[src/rtl/specsync_pkg.sv]
package specsync_pkg;
    typedef enum logic [0:0] {
        PH_IDLE = 1'b0,
        PH_HOLD = 1'b1
    } phase_e;

    typedef enum logic [0:0] {
        RB_ARMED = 1'b0,
        RB_BLIND = 1'b1
    } rb_mode_e;
endpackage

[src/rtl/specsync_capture.sv]
// Single capture flop for the foreign request; its output is used
// speculatively in the following cycle.
module specsync_capture (
    input  logic clk,
    input  logic rst_n,
    input  logic req_async,
    output logic samp_q
);
    always_ff @(posedge clk) begin
        if (!rst_n) samp_q <= 1'b0;
        else        samp_q <= req_async;
    end
endmodule

[src/rtl/specsync_history.sv]
// DEPTH-level shift stack of past state; the oldest entry is the state
// held just before the sample now being judged was consumed.
module specsync_history
    import specsync_pkg::*;
#(
    parameter int W     = 8,
    parameter int DEPTH = 2
) (
    input  logic         clk,
    input  logic         rst_n,
    input  phase_e       cur_phase,
    input  logic [W-1:0] cur_acc,
    output phase_e       old_phase,
    output logic [W-1:0] old_acc
);
    localparam int LAST = DEPTH - 1;

    phase_e       ph_q [DEPTH];
    logic [W-1:0] ac_q [DEPTH];

    always_ff @(posedge clk) begin
        if (!rst_n) begin
            for (int i = 0; i < DEPTH; i++) begin
                ph_q[i] <= PH_IDLE;
                ac_q[i] <= '0;
            end
        end else begin
            ph_q[0] <= cur_phase;
            ac_q[0] <= cur_acc;
            for (int i = 1; i < DEPTH; i++) begin
                ph_q[i] <= ph_q[i-1];
                ac_q[i] <= ac_q[i-1];
            end
        end
    end

    assign old_phase = ph_q[LAST];
    assign old_acc   = ac_q[LAST];
endmodule

[src/rtl/specsync_verdict.sv]
// Accepts detector verdicts, and blinds itself for DEPTH cycles after a rewind.
module specsync_verdict
    import specsync_pkg::*;
#(
    parameter int DEPTH = 2
) (
    input  logic clk,
    input  logic rst_n,
    input  logic meta_flag,
    output logic rollback
);
    localparam int CW = $clog2(DEPTH + 1);
    localparam logic [CW-1:0] BLIND_LEN = CW'(DEPTH);

    rb_mode_e      mode_q, mode_nx;
    logic [CW-1:0] cnt_q, cnt_nx;

    always_ff @(posedge clk) begin
        if (!rst_n) begin
            mode_q <= RB_ARMED;
            cnt_q  <= '0;
        end else begin
            mode_q <= mode_nx;
            cnt_q  <= cnt_nx;
        end
    end

    always_comb begin
        mode_nx = mode_q;
        cnt_nx  = cnt_q;
        unique case (mode_q)
            RB_ARMED: begin
                if (meta_flag) begin          // rewind
                    mode_nx = RB_BLIND;
                    cnt_nx  = BLIND_LEN;
                end
            end
            RB_BLIND: begin
                cnt_nx = cnt_q - 1'b1;
                if (cnt_q == CW'(1)) begin    // rearm
                    mode_nx = RB_ARMED;
                end
            end
            default: begin
                mode_nx = RB_ARMED;
                cnt_nx  = '0;
            end
        endcase
    end

    always_comb begin
        rollback = (mode_q == RB_ARMED) && meta_flag;
    end

    AST_BLIND_AFTER_REWIND: assert property (@(posedge clk) disable iff (!rst_n)
        rollback |=> !rollback) else $error("second rewind inside blind window");
endmodule

[src/rtl/specsync_core.sv]
// Handshake controller and accumulator, with rewind to the stacked state.
module specsync_core
    import specsync_pkg::*;
#(
    parameter int W = 8
) (
    input  logic         clk,
    input  logic         rst_n,
    input  logic         samp,
    input  logic [W-1:0] data,
    input  logic         rollback,
    input  phase_e       rst_phase,
    input  logic [W-1:0] rst_acc,
    output phase_e       phase,
    output logic [W-1:0] acc,
    output logic         ack
);
    phase_e       phase_nx;
    logic [W-1:0] acc_nx;

    // state register
    always_ff @(posedge clk) begin
        if (!rst_n) begin
            phase <= PH_IDLE;
            acc   <= '0;
        end else begin
            phase <= phase_nx;
            acc   <= acc_nx;
        end
    end

    // transitions
    always_comb begin
        phase_nx = phase;
        acc_nx   = acc;
        if (rollback) begin                       // rewind
            phase_nx = rst_phase;
            acc_nx   = rst_acc;
        end else begin
            unique case (phase)
                PH_IDLE: if (samp) begin          // accept
                    phase_nx = PH_HOLD;
                    acc_nx   = acc + data;
                end
                PH_HOLD: if (!samp) begin         // release
                    phase_nx = PH_IDLE;
                end
                default: phase_nx = PH_IDLE;
            endcase
        end
    end

    // outputs
    always_comb begin
        unique case (phase)
            PH_HOLD: ack = 1'b1;
            default: ack = 1'b0;
        endcase
    end

    AST_IDLE_WAITS: assert property (@(posedge clk) disable iff (!rst_n)
        (!rollback && phase == PH_IDLE && !samp) |=> (phase == PH_IDLE && $stable(acc))) else $error("idle moved without request");
    AST_ACCEPT_ADDS: assert property (@(posedge clk) disable iff (!rst_n)
        (!rollback && phase == PH_IDLE && samp) |=> (ack && acc == W'($past(acc) + $past(data)))) else $error("accept did not add");
    AST_HOLD_NO_ADD: assert property (@(posedge clk) disable iff (!rst_n)
        (!rollback && phase == PH_HOLD) |=> $stable(acc)) else $error("acc moved in hold");
    AST_REWIND_LOADS: assert property (@(posedge clk) disable iff (!rst_n)
        rollback |=> (acc == $past(rst_acc) && phase == $past(rst_phase))) else $error("rewind lost stacked state");
endmodule

[src/rtl/specsync_rollback.sv]
module specsync_rollback
    import specsync_pkg::*;
#(
    parameter int W     = 8,
    parameter int DEPTH = 2
) (
    input  logic         clk,
    input  logic         rst_n,
    input  logic         req_async,
    input  logic [W-1:0] data_async,
    input  logic         meta_flag,
    output logic         ack,
    output logic [W-1:0] acc
);
    logic         samp;
    logic         rollback;
    phase_e       phase;
    phase_e       old_phase;
    logic [W-1:0] old_acc;

    specsync_capture u_capture (
        .clk       (clk),
        .rst_n     (rst_n),
        .req_async (req_async),
        .samp_q    (samp)
    );

    specsync_verdict #(.DEPTH(DEPTH)) u_verdict (
        .clk       (clk),
        .rst_n     (rst_n),
        .meta_flag (meta_flag),
        .rollback  (rollback)
    );

    specsync_history #(.W(W), .DEPTH(DEPTH)) u_history (
        .clk       (clk),
        .rst_n     (rst_n),
        .cur_phase (phase),
        .cur_acc   (acc),
        .old_phase (old_phase),
        .old_acc   (old_acc)
    );

    specsync_core #(.W(W)) u_core (
        .clk       (clk),
        .rst_n     (rst_n),
        .samp      (samp),
        .data      (data_async),
        .rollback  (rollback),
        .rst_phase (old_phase),
        .rst_acc   (old_acc),
        .phase     (phase),
        .acc       (acc),
        .ack       (ack)
    );

    AST_REWIND_NEEDS_FLAG: assert property (@(posedge clk) disable iff (!rst_n)
        rollback |-> meta_flag) else $error("rewind without verdict");
endmodule

[config.mk]
export PLATFORM = sky130hd
export DESIGN_NAME = specsync_rollback
export DESIGN_NICKNAME = d
export VERILOG_FILES = /design/src/rtl/specsync_pkg.sv /design/src/rtl/specsync_capture.sv /design/src/rtl/specsync_history.sv /design/src/rtl/specsync_verdict.sv /design/src/rtl/specsync_core.sv /design/src/rtl/specsync_rollback.sv
export SDC_FILE = /design/constraint.sdc
export NUM_CORES = 1
export LEC_CHECK = 0
export BUFFER_PORTS_ARGS = -buffer_cell sky130_fd_sc_hd__buf_4
export CAP_MARGIN = 20
export CELL_PAD_IN_SITES_DETAIL_PLACEMENT = 0
export CELL_PAD_IN_SITES_GLOBAL_PLACEMENT = 1
export CORE_MARGIN = 5
export CORE_UTILIZATION = 24
export CTS_CLUSTER_SIZE = 16
export DETAILED_ROUTE_END_ITERATION = 6
export GPL_ROUTABILITY_DRIVEN = 0
export PLACE_DENSITY = 0.55
export SLEW_MARGIN = 20
export SYNTH_ARGS = -nofsm -noshare
export SYNTH_HDL_FRONTEND = slang
export SYNTH_SLANG_ARGS = --single-unit
export TNS_END_PERCENT = 5
[constraint.sdc]
create_clock -name clk -period 2.3 [get_ports clk]
set_clock_uncertainty 0.1 [all_clocks]
set_input_delay 0.345 -clock clk [delete_from_list [all_inputs] [get_ports clk]]
set_output_delay 0.345 -clock clk [all_outputs]
set_load 0.005 [all_outputs]
==> results of run 1 <==
## synth_stat cells, types with 2 or more instances
cell,number
a311oi_1,2
nor3_1,2
nor2b_1,2
nand4_1,3
a21boi_0,4
nor2_1,7
inv_1,5
buf_2,2
nand2_1,9
nand3_1,4
dfxtp_1,31
a21oi_1,3
and2_1,19
a21o_1,2
o21ai_0,6
ha_1,8
o211a_1,2
a31oi_1,3
clkbuf_1,2
and2b_1,3
nand2b_1,4
## layout by cell type, fill, tap and decap left out, types with 2 or more instances in the layout
| cell | n |
|---|---|
| inv_1 | 5 |
| a311oi_1 | 2 |
| nand3_1 | 4 |
| and2_1 | 19 |
| o211a_1 | 2 |
| and2b_1 | 3 |
| nand2_1 | 9 |
| a31oi_1 | 3 |
| a21oi_1 | 3 |
| a21boi_0 | 4 |
| nor2b_1 | 2 |
| buf_4 | 21 |
| nand4_1 | 3 |
| a21o_1 | 2 |
| nor2_1 | 7 |
| dfxtp_1 | 31 |
| ha_1 | 8 |
| clkbuf_8 | 5 |
| o21ai_0 | 6 |
| nor3_1 | 2 |
| nand2b_1 | 4 |
## through the flow
stage	setup slack, ps	total power [mW]
floorplan	417	0.709
global placement	237	0.767
detailed placement	188	0.770
CTS	194	1.19
global route	72.0	1.23
finish	205	1.16
## cells by family (layout without fill, tap and decap cells)
logic type      Yosys count  in the layout  synth area share
simple gates             57             57             0.231
xor+xnor                  1              1           0.00628
mux                       1              1           0.00718
compound gates           34             34             0.181
flops                    31             31             0.445
buf+inv                  12             34            0.0431
fa+ha+maj                 9              9            0.0861
## power groups by stage
stage               combinational [mW]  clock (mW)  sequential [mW]
floorplan                        0.118           0            0.591
global placement                 0.174           0            0.594
detailed placement               0.175           0            0.595
CTS                              0.176       0.426            0.583
global route                     0.198       0.448            0.586
finish                           0.173       0.404            0.583
## flip-flops by register name (all words and copies together), names as in the netlist
register          count
u_history.ph_q        2
u_capture.samp_q      1
u_core.acc            8
u_core.phase          1
u_verdict.cnt_q       2
u_verdict.mode_q      1
u_history.ac_q       16
## path summary, 6_finish.rpt
| kind | start | endpoint | slack [ps] | depth (start not counted) |
|---|---|---|---|---|
| setup reg to reg | u_core.acc[0] | u_core.acc[6] | 210 | 8 |
| setup / recovery | u_core.acc[0] | u_core.acc[6] | 210 | 8 |
| hold reg to reg | u_history.ac_q[0][0] | u_history.ac_q[0][8] | 330 | 1 |
| hold / removal | req_async | u_capture.samp_q | 170 | 2 |
## worst reg2reg max path, cell delays in order, from the launching register on
cell	delay, ps
dfxtp_1	380
ha_1	220
inv_1	70
fa_1	360
and2b_1	220
o21ai_0	150
a21oi_1	220
nand4_1	110
nor3b_1	160
## final cells by class
class,count,share of cell area
Multi-Input combinational cell,102,0.424
Sequential cell,31,0.368
Timing Repair Buffer,21,0.0935
Tap cell,72,0.0534
Clock buffer,6,0.0430
Inverter,5,0.0111
Clock inverter,2,0.00742
## routing by layer
layer	part of all wire	GRT usage
met1	0.46	0.108
met2	0.47	0.134
met3	0.046	0.0314
met4	0.018	0.0425
met5	0	0
==> run summary, run 1 <==
Outcome: finished, final reports clean
Vias in the first global route: 1075
Dpl cells: 231
Mapped Cells: 145
Internal power: 0.860 mW
Row count: 27
Vias: 1050
CP top delay family: adder cells
Final Setup Violations: 0
Post-synthesis cell area: 0.00140 sq mm
Diode count: 0
Clk buf depth: 2
Synth area leader: dfxtp_1
Tmin final: 2090 ps
Largest net degree at the start of global routing: 36
Residual DRC count: 0
Register area: 621 sq um
Post-synth EDFFs: 0
Static leakage: 0.720 nW
CP Class: flop to flop
Mean post-synth cell area: 9.62 sq um
Top_reg_cell synth: dfxtp_1
1st-iter DRT viols: 21
Share of layout cells above drive strength 1: 0.186
Total GRT Usage: 0.0872
Worst-Margin Slew: 476 ps
First-pass GRT wire length: 5070 um
Placed cell areas: 0.00160 sq mm
Initial antenna violation count: 0
HP Class: input pin to flop
Min Hold Slack: 170 ps
Final Max Slew Viols: 0
Clock root cell: clkbuf_8
Crit. End Element: flop
Final HPWL DP: 2110 um
Max frequency: 0.477 GHz
Filler Cell Count: 607
Final setup TNS: 0 ps
FFs w/ async S/R, synth: 0
Clk sink count: 31
Sw frac: 0.258
Synth top area cells: dfxtp_1 44%, and2_1 8.5%, ha_1 7.2%
Arrival time worst endpoint: 2160 ps
DR WL/cell: 12.2 um
Slew margin rel.: 0.682
Layout Cells excl Fill: 239
Register area share after synthesis: 0.445
Multi-input logic area: 714 sq um
CP Launch Type: flop
Power Dens Cells: 687 mW/mm^2
Worst-Skew Late Latency: 280 ps
RSZ-0062 raised after global routing: false
Port Buf Inserts: 20
Required @ worst endpoint: 2360 ps
Final core area utilization: 0.303
Number of setup buffers added after CTS: 0
Antenna-violating nets left: 0
FF+latch count, synth: 31
Vias per inst: 4.39
Crit-path cells: ha_1 -> inv_1 -> fa_1 -> and2b_1 -> o21ai_0 -> a21oi_1 -> nand4_1 -> nor3b_1
Fin nets: 187
Final wirelength: 2910 um
Comb power frac: 0.149
Critical path's largest stage delay: 380 ps
Starting Density: 0.250
Final worst path period share: 0.911
Die Height: 86.2 um
Final Hold Vio Count: 0
Num ports: 21
Syn. warnings: 0
Sequential share of power: 0.503
Critical-path top delay cell: dfxtp_1
Crit-path max FO: 4
Synth top area share: 0.445
H-tree Lvls: 2
Synth cell types: 43
Die W: 86.2 um
Clock-pin slew on the worst setup and hold paths: 70 ps
# resized after CTS: 0
Die ar.: 0.00744 sq mm
Clock power frac: 0.348
CTS Hold Bufs: 0
GRT overflow: 0
Number of CTS-inserted buffers: 5
Post-Syn Nets: 166
Peak supply drop: 0.199 mV
Max cap viols: 0
Post-route cell area: 0.00169 sq mm
Switching Power: 0.299 mW
TritonCTS clock tree: done
WP buf/inv: 1
Pre-Repair DR Iteration Count: 4
Core box area: 0.00557 sq mm
Area growth, synth to finish: 20.9%
No activity file was read; power rests on OpenSTA's default activity.
==> run 2, diff against run 1 <==
--- a/config.mk
+++ b/config.mk
@@ -5,6 +5,7 @@
 export SDC_FILE = /design/constraint.sdc
 export NUM_CORES = 1
 export LEC_CHECK = 0
+export ABC_AREA = 1
 export BUFFER_PORTS_ARGS = -buffer_cell sky130_fd_sc_hd__buf_4
 export CAP_MARGIN = 20
 export CELL_PAD_IN_SITES_DETAIL_PLACEMENT = 0
@@ -14,7 +15,7 @@
 export CTS_CLUSTER_SIZE = 16
 export DETAILED_ROUTE_END_ITERATION = 6
 export GPL_ROUTABILITY_DRIVEN = 0
-export PLACE_DENSITY = 0.55
+export PLACE_DENSITY = 0.57
 export SLEW_MARGIN = 20
 export SYNTH_ARGS = -nofsm -noshare
 export SYNTH_HDL_FRONTEND = slang
==> run 2 against run 1 <==
Net effect:
- sequential power rose by 2%
- fmax increased by 18%
- hold slack got worse by 37 ps
- via count grew 10%
- synthesized cell count increased by 32%
- die area up 2.6%
- wire length up 6.7%
- critical path depth increased by 3
- critical path type unchanged
- utilization is 0.20 points lower
- worst setup slack better by 320 ps
- sequential share of layout area is 1.7 points lower
==> run summary, run 2 <==
GRT overflow: 0
Hold Crit Start: req_async
Die Height: 87.4 um
Share of layout cells above drive strength 1: 0.203
Sequential share of power: 0.431
Clock power frac: 0.397
Num ports: 21
Synth top area share: 0.432
Final HPWL DP: 2230 um
Area growth, synth to finish: 23.2%
Crit. End Element: flop
Top_reg_cell synth: dfxtp_1
Static leakage: 1.00 nW
Die ar.: 0.00763 sq mm
H-tree Lvls: 2
Row count: 28
Fin nets: 237
Largest net degree at the start of global routing: 24
CP startpoint: u_core.acc[0]
Clk buf depth: 2
# resized after CTS: 0
1st-iter DRT viols: 57
Final Hold Vio Count: 0
RSZ-0062 raised after global routing: false
TritonCTS clock tree: done
Mapped Cells: 192
Diode count: 0
Switching Power: 0.375 mW
Mean post-synth cell area: 7.48 sq um
Crit-path cells: ha_1 -> inv_1 -> fa_1 -> inv_1 -> nand2_1 -> nand2_1 -> nand2_1 -> nand2_1 -> nand2_1 -> nor2_1 -> o22ai_2
Max frequency: 0.565 GHz
Total GRT Usage: 0.0917
Power Dens Cells: 777 mW/mm^2
Final core area utilization: 0.301
Vias: 1158
CP Launch Type: flop
Clk sink count: 31
Outcome: finished, final reports clean
Filler Cell Count: 655
Clock root cell: clkbuf_8
Flop-to-flop setup slack: 530 ps
Required @ worst endpoint: 2370 ps
DR WL/cell: 10.6 um
Synth area leader: dfxtp_1
CP Class: flop to flop
Final worst path period share: 0.770
Starting Density: 0.244
Post-synthesis cell area: 0.00144 sq mm
WP buf/inv: 2
Max cap viols: 0
Synth cell types: 25
Antenna-violating nets left: 0
Slew margin rel.: 0.809
Number of CTS-inserted buffers: 5
Vias in the first global route: 1201
Top cells by count, synth: 60 x nand2_1, 33 x inv_1, 31 x dfxtp_1
Die W: 87.4 um
Worst-Margin Slew: 287 ps
Crit-path max FO: 3
Most Frequent Cell on Critical Path: nand2_1
FF+latch count, synth: 31
Final Max Slew Viols: 0
Residual DRC count: 0
Biggest regs: u_history.ac_q (16), u_core.acc (8)
Final Setup Violations: 0
Final setup TNS: 0 ps
Top-count cell post-synth: nand2_1
CP top delay family: adder cells
Reg with most FFs: u_history.ac_q
Pre-Repair DR Iteration Count: 4
Commonest non-fill, non-tap cell in the layout: nand2_1
Syn. warnings: 0
Max reg flops: 16
Design Power: 1.38 mW
Clock-pin slew on the worst setup and hold paths: 80 ps
Synth top area cells: dfxtp_1 43%, nand2_1 16%, inv_1 8.6%
Worst-Skew Late Latency: 280 ps
Sw frac: 0.273
Initial antenna violation count: 0
Critical-path top delay cell: dfxtp_1
Peak supply drop: 0.226 mV
Tmin final: 1770 ps
Final wirelength: 3110 um
Register area share after synthesis: 0.432
Post-Syn Nets: 213
Number of setup buffers added after CTS: 0
First-pass GRT wire length: 5360 um
FFs w/ async S/R, synth: 0
Port Buf Inserts: 20
Most frequent cells in the layout: 60 x nand2_1, 33 x inv_1, 31 x dfxtp_1, 20 x buf_4, 18 x nor2_1
Post-synth EDFFs: 0
Internal power: 1.00 mW
Critical path's largest stage delay: 370 ps
Arrival time worst endpoint: 1850 ps
Core box area: 0.00589 sq mm
HP Class: input pin to flop
Critical R2R Launch: u_core.acc[0]
Vias per inst: 3.97
Comb power frac: 0.172
CTS Hold Bufs: 0
-- run 2: final timing paths --
path	endpoint	cells past startpoint
max reg2reg	u_core.acc[4]	11
min	u_capture.samp_q	3
min reg2reg	u_history.ac_q[0][14]	2
max	u_core.acc[4]	11
-- run 2: area by class of cell --
cell class,instances,area [sq um],share of cell area
Multi-Input combinational cell,121,653,0.369
Sequential cell,31,621,0.351
Timing Repair Buffer,20,150,0.0849
Inverter,37,139,0.0785
Tap cell,75,93.8,0.0530
Clock buffer,5,68.8,0.0389
Clock inverter,3,43.8,0.0248
-- run 2: worst reg2reg max path, cell delays in order, from the launching register on --
cell and delay, ps:
dfxtp_1 370, ha_1 180, inv_1 60, fa_1 350, inv_1 70, nand2_1 70, nand2_1 120, nand2_1 70
nand2_1 50, nand2_1 40, nor2_1 110, o22ai_2 70
-- run 2: cell families (layout without fill, tap and decap cells) --
| kind of cell | Yosys count | count (layout) | synth area share |
|---|---|---|---|
| DFF | 31 | 31 | 0.432 |
| xor gates and xnor gates | 1 | 1 | 0.00610 |
| and+or+nand+nor | 96 | 96 | 0.294 |
| adders and majority gates | 9 | 9 | 0.0836 |
| AOI/OAI and AO/OA | 15 | 15 | 0.0706 |
| buffers and inverters | 40 | 65 | 0.113 |
-- run 2: per-stage QoR --
step,std cells,worst slack (ps),hold WS [ps],area (sq um)
after floorplan,192,664,286,1440
after global placement,284,492,292,1660
after detailed placement,284,483,297,1660
after CTS,292,515,123,1770
after global routing,292,373,129,1770
final,292,529,133,1770
-- run 2: power by group through the flow --
stage | clock network [mW] | logic (mW) | registers (mW)
2_1_floorplan | 0 | 0.166 | 0.602
5_1_grt | 0.586 | 0.278 | 0.599
3_5_place_dp | 0 | 0.242 | 0.606
4_1_cts | 0.564 | 0.243 | 0.594
3_3_place_gp | 0 | 0.244 | 0.606
6_report | 0.545 | 0.237 | 0.593
-- run 2: routing by layer --
metal | vias up | global-route usage | wire (um)
met5 | - | 0 | 0
met4 | 0 | 0.0418 | 26
met3 | 2 | 0.0322 | 125
met2 | 19 | 0.155 | 1410
met1 | 514 | 0.103 | 1540
li1 | 623 | - | -
==> run 3, diff against run 2 <==
==> constraint.sdc (replaced) <==
create_clock -name clk -period 1.8 [get_ports clk]
set_clock_uncertainty 0.1 [all_clocks]
set_input_delay 0.27 -clock clk [delete_from_list [all_inputs] [get_ports clk]]
set_output_delay 0.27 -clock clk [all_outputs]
set_load 0.005 [all_outputs]
==> run 3 against run 2 <==
Net effect:
- largest cell class unchanged
- critical path type unchanged
- sequential power up 27%
- combinational power grew 35%
- fmax increased by 8.5%
- worst setup slack got worse by 360 ps
- global-route usage is 0.090 points lower
- die area unchanged
- design area is 0.35% higher
- via count barely moved
- count of clock-buffer cells in the layout grew 1
- first-iteration DRC count decreased by 7.0%
- utilization up 0.11 points
==> run summary, run 3 (synthesis gave the netlist of run 2 again) <==
Final setup TNS: 0 ps
HP Class: input pin to flop
TritonCTS clock tree: done
Num ports: 21
Static leakage: 0.997 nW
Final HPWL DP: 2290 um
Hold depth: 3
Vias per inst: 3.92
Die W: 87.4 um
Biggest regs: u_history.ac_q (16), u_core.acc (8)
Worst-Skew Late Latency: 280 ps
Fin nets: 240
Vias in the first global route: 1122
CP Launch Type: flop
Outcome: finished, final reports clean
Max cap viols: 0
GRT overflow: 0
Max frequency: 0.613 GHz
Die Height: 87.4 um
Die ar.: 0.00763 sq mm
Most frequent cells in the layout: 58 x nand2_1, 32 x inv_1, 30 x dfxtp_1, 23 x buf_4, 18 x nor2_1
Crit-path max FO: 3
Reg with most FFs: u_history.ac_q
Number of setup buffers added after CTS: 0
Required @ worst endpoint: 1870 ps
Port Buf Inserts: 20
Residual DRC count: 0
1st-iter DRT viols: 53
Number of CTS-inserted buffers: 5
Min Hold Slack: 67.8 ps
Total GRT Usage: 0.0908
H-tree Lvls: 2
Clock root cell: clkbuf_8
CTS Hold Bufs: 0
# resized after CTS: 0
Crit. End Element: flop
Final wirelength: 3040 um
First-pass GRT wire length: 5290 um
Initial antenna violation count: 0
Slew margin rel.: 0.811
Pre-Repair DR Iteration Count: 4
Final Hold Vio Count: 0
Starting Density: 0.244
Row count: 28
Final Setup Violations: 0
RSZ-0062 raised after global routing: false
Antenna-violating nets left: 0
Design Power: 1.61 mW
Largest net degree at the start of global routing: 24
Core box area: 0.00589 sq mm
Diode count: 0
Worst reg2reg path depth: 11
DR WL/cell: 10.3 um
Clk sink count: 31
Commonest non-fill, non-tap cell in the layout: nand2_1
CP Class: flop to flop
Share of layout cells above drive strength 1: 0.236
Worst-Margin Slew: 284 ps
Max reg flops: 16
Arrival time worst endpoint: 1700 ps
Final worst path period share: 0.906
Clk buf depth: 2
Final Max Slew Viols: 0
Clock-pin slew on the worst setup and hold paths: 70 ps
Power Dens Cells: 906 mW/mm^2
Area growth, synth to finish: 23.6%
Tmin final: 1630 ps
Vias: 1157
Peak supply drop: 0.236 mV
run 3: path summary, 6_finish.rpt:
check	from	endpoint	slack, ps
setup / recovery	u_core.acc[0]	u_core.acc[4]	170
hold / removal	req_async	u_capture.samp_q	70
setup reg to reg	u_core.acc[0]	u_core.acc[4]	170
hold reg to reg	u_history.ac_q[0][0]	u_history.ac_q[0][8]	310
run 3: routing by layer:
layer,up-vias,wire [um],share of wire,global-route usage
met1,496,1490,0.49,0.113
met5,-,0,0,0
met4,0,57,0.019,0.0460
met3,6,168,0.055,0.0331
li1,632,-,-,-
met2,23,1330,0.44,0.137
run 3: where the power goes:
part	internal [mW]	switching, mW
Combinational	0.145	0.175
Clock	0.270	0.264
Sequential	0.731	0.0232
run 3: layout make-up:
cell class | instances | area (sq um)
fill | 672 | 4110
multi-input combinational | 121 | 663
sequential | 31 | 622
timing repair buffer | 23 | 173
inverter | 37 | 139
tap | 75 | 93.8
clock buffer | 6 | 72.6
clock inverter | 2 | 12.5
run 3: through the flow:
step / utilization / std cells / instance area [sq um] / setup slack (ps)
global route: 0.302 / 295 / 1780 / 15.9
detailed placement: 0.285 / 287 / 1680 / 62.8
finish: 0.302 / 295 / 1780 / 169
global placement: 0.285 / 287 / 1680 / 72.7
floorplan: - / 192 / 1440 / 164
CTS: 0.300 / 295 / 1760 / 69.6
run 3: worst max-delay path, cell delays in order (launching register included):
cell	delay [ps]
dfxtp_2	330
ha_2	170
inv_1	50
fa_2	330
inv_2	70
nand2_2	50
nand2_2	90
nand2_1	50
nand2_1	50
nand2_1	50
nor2_1	120
o22ai_2	70
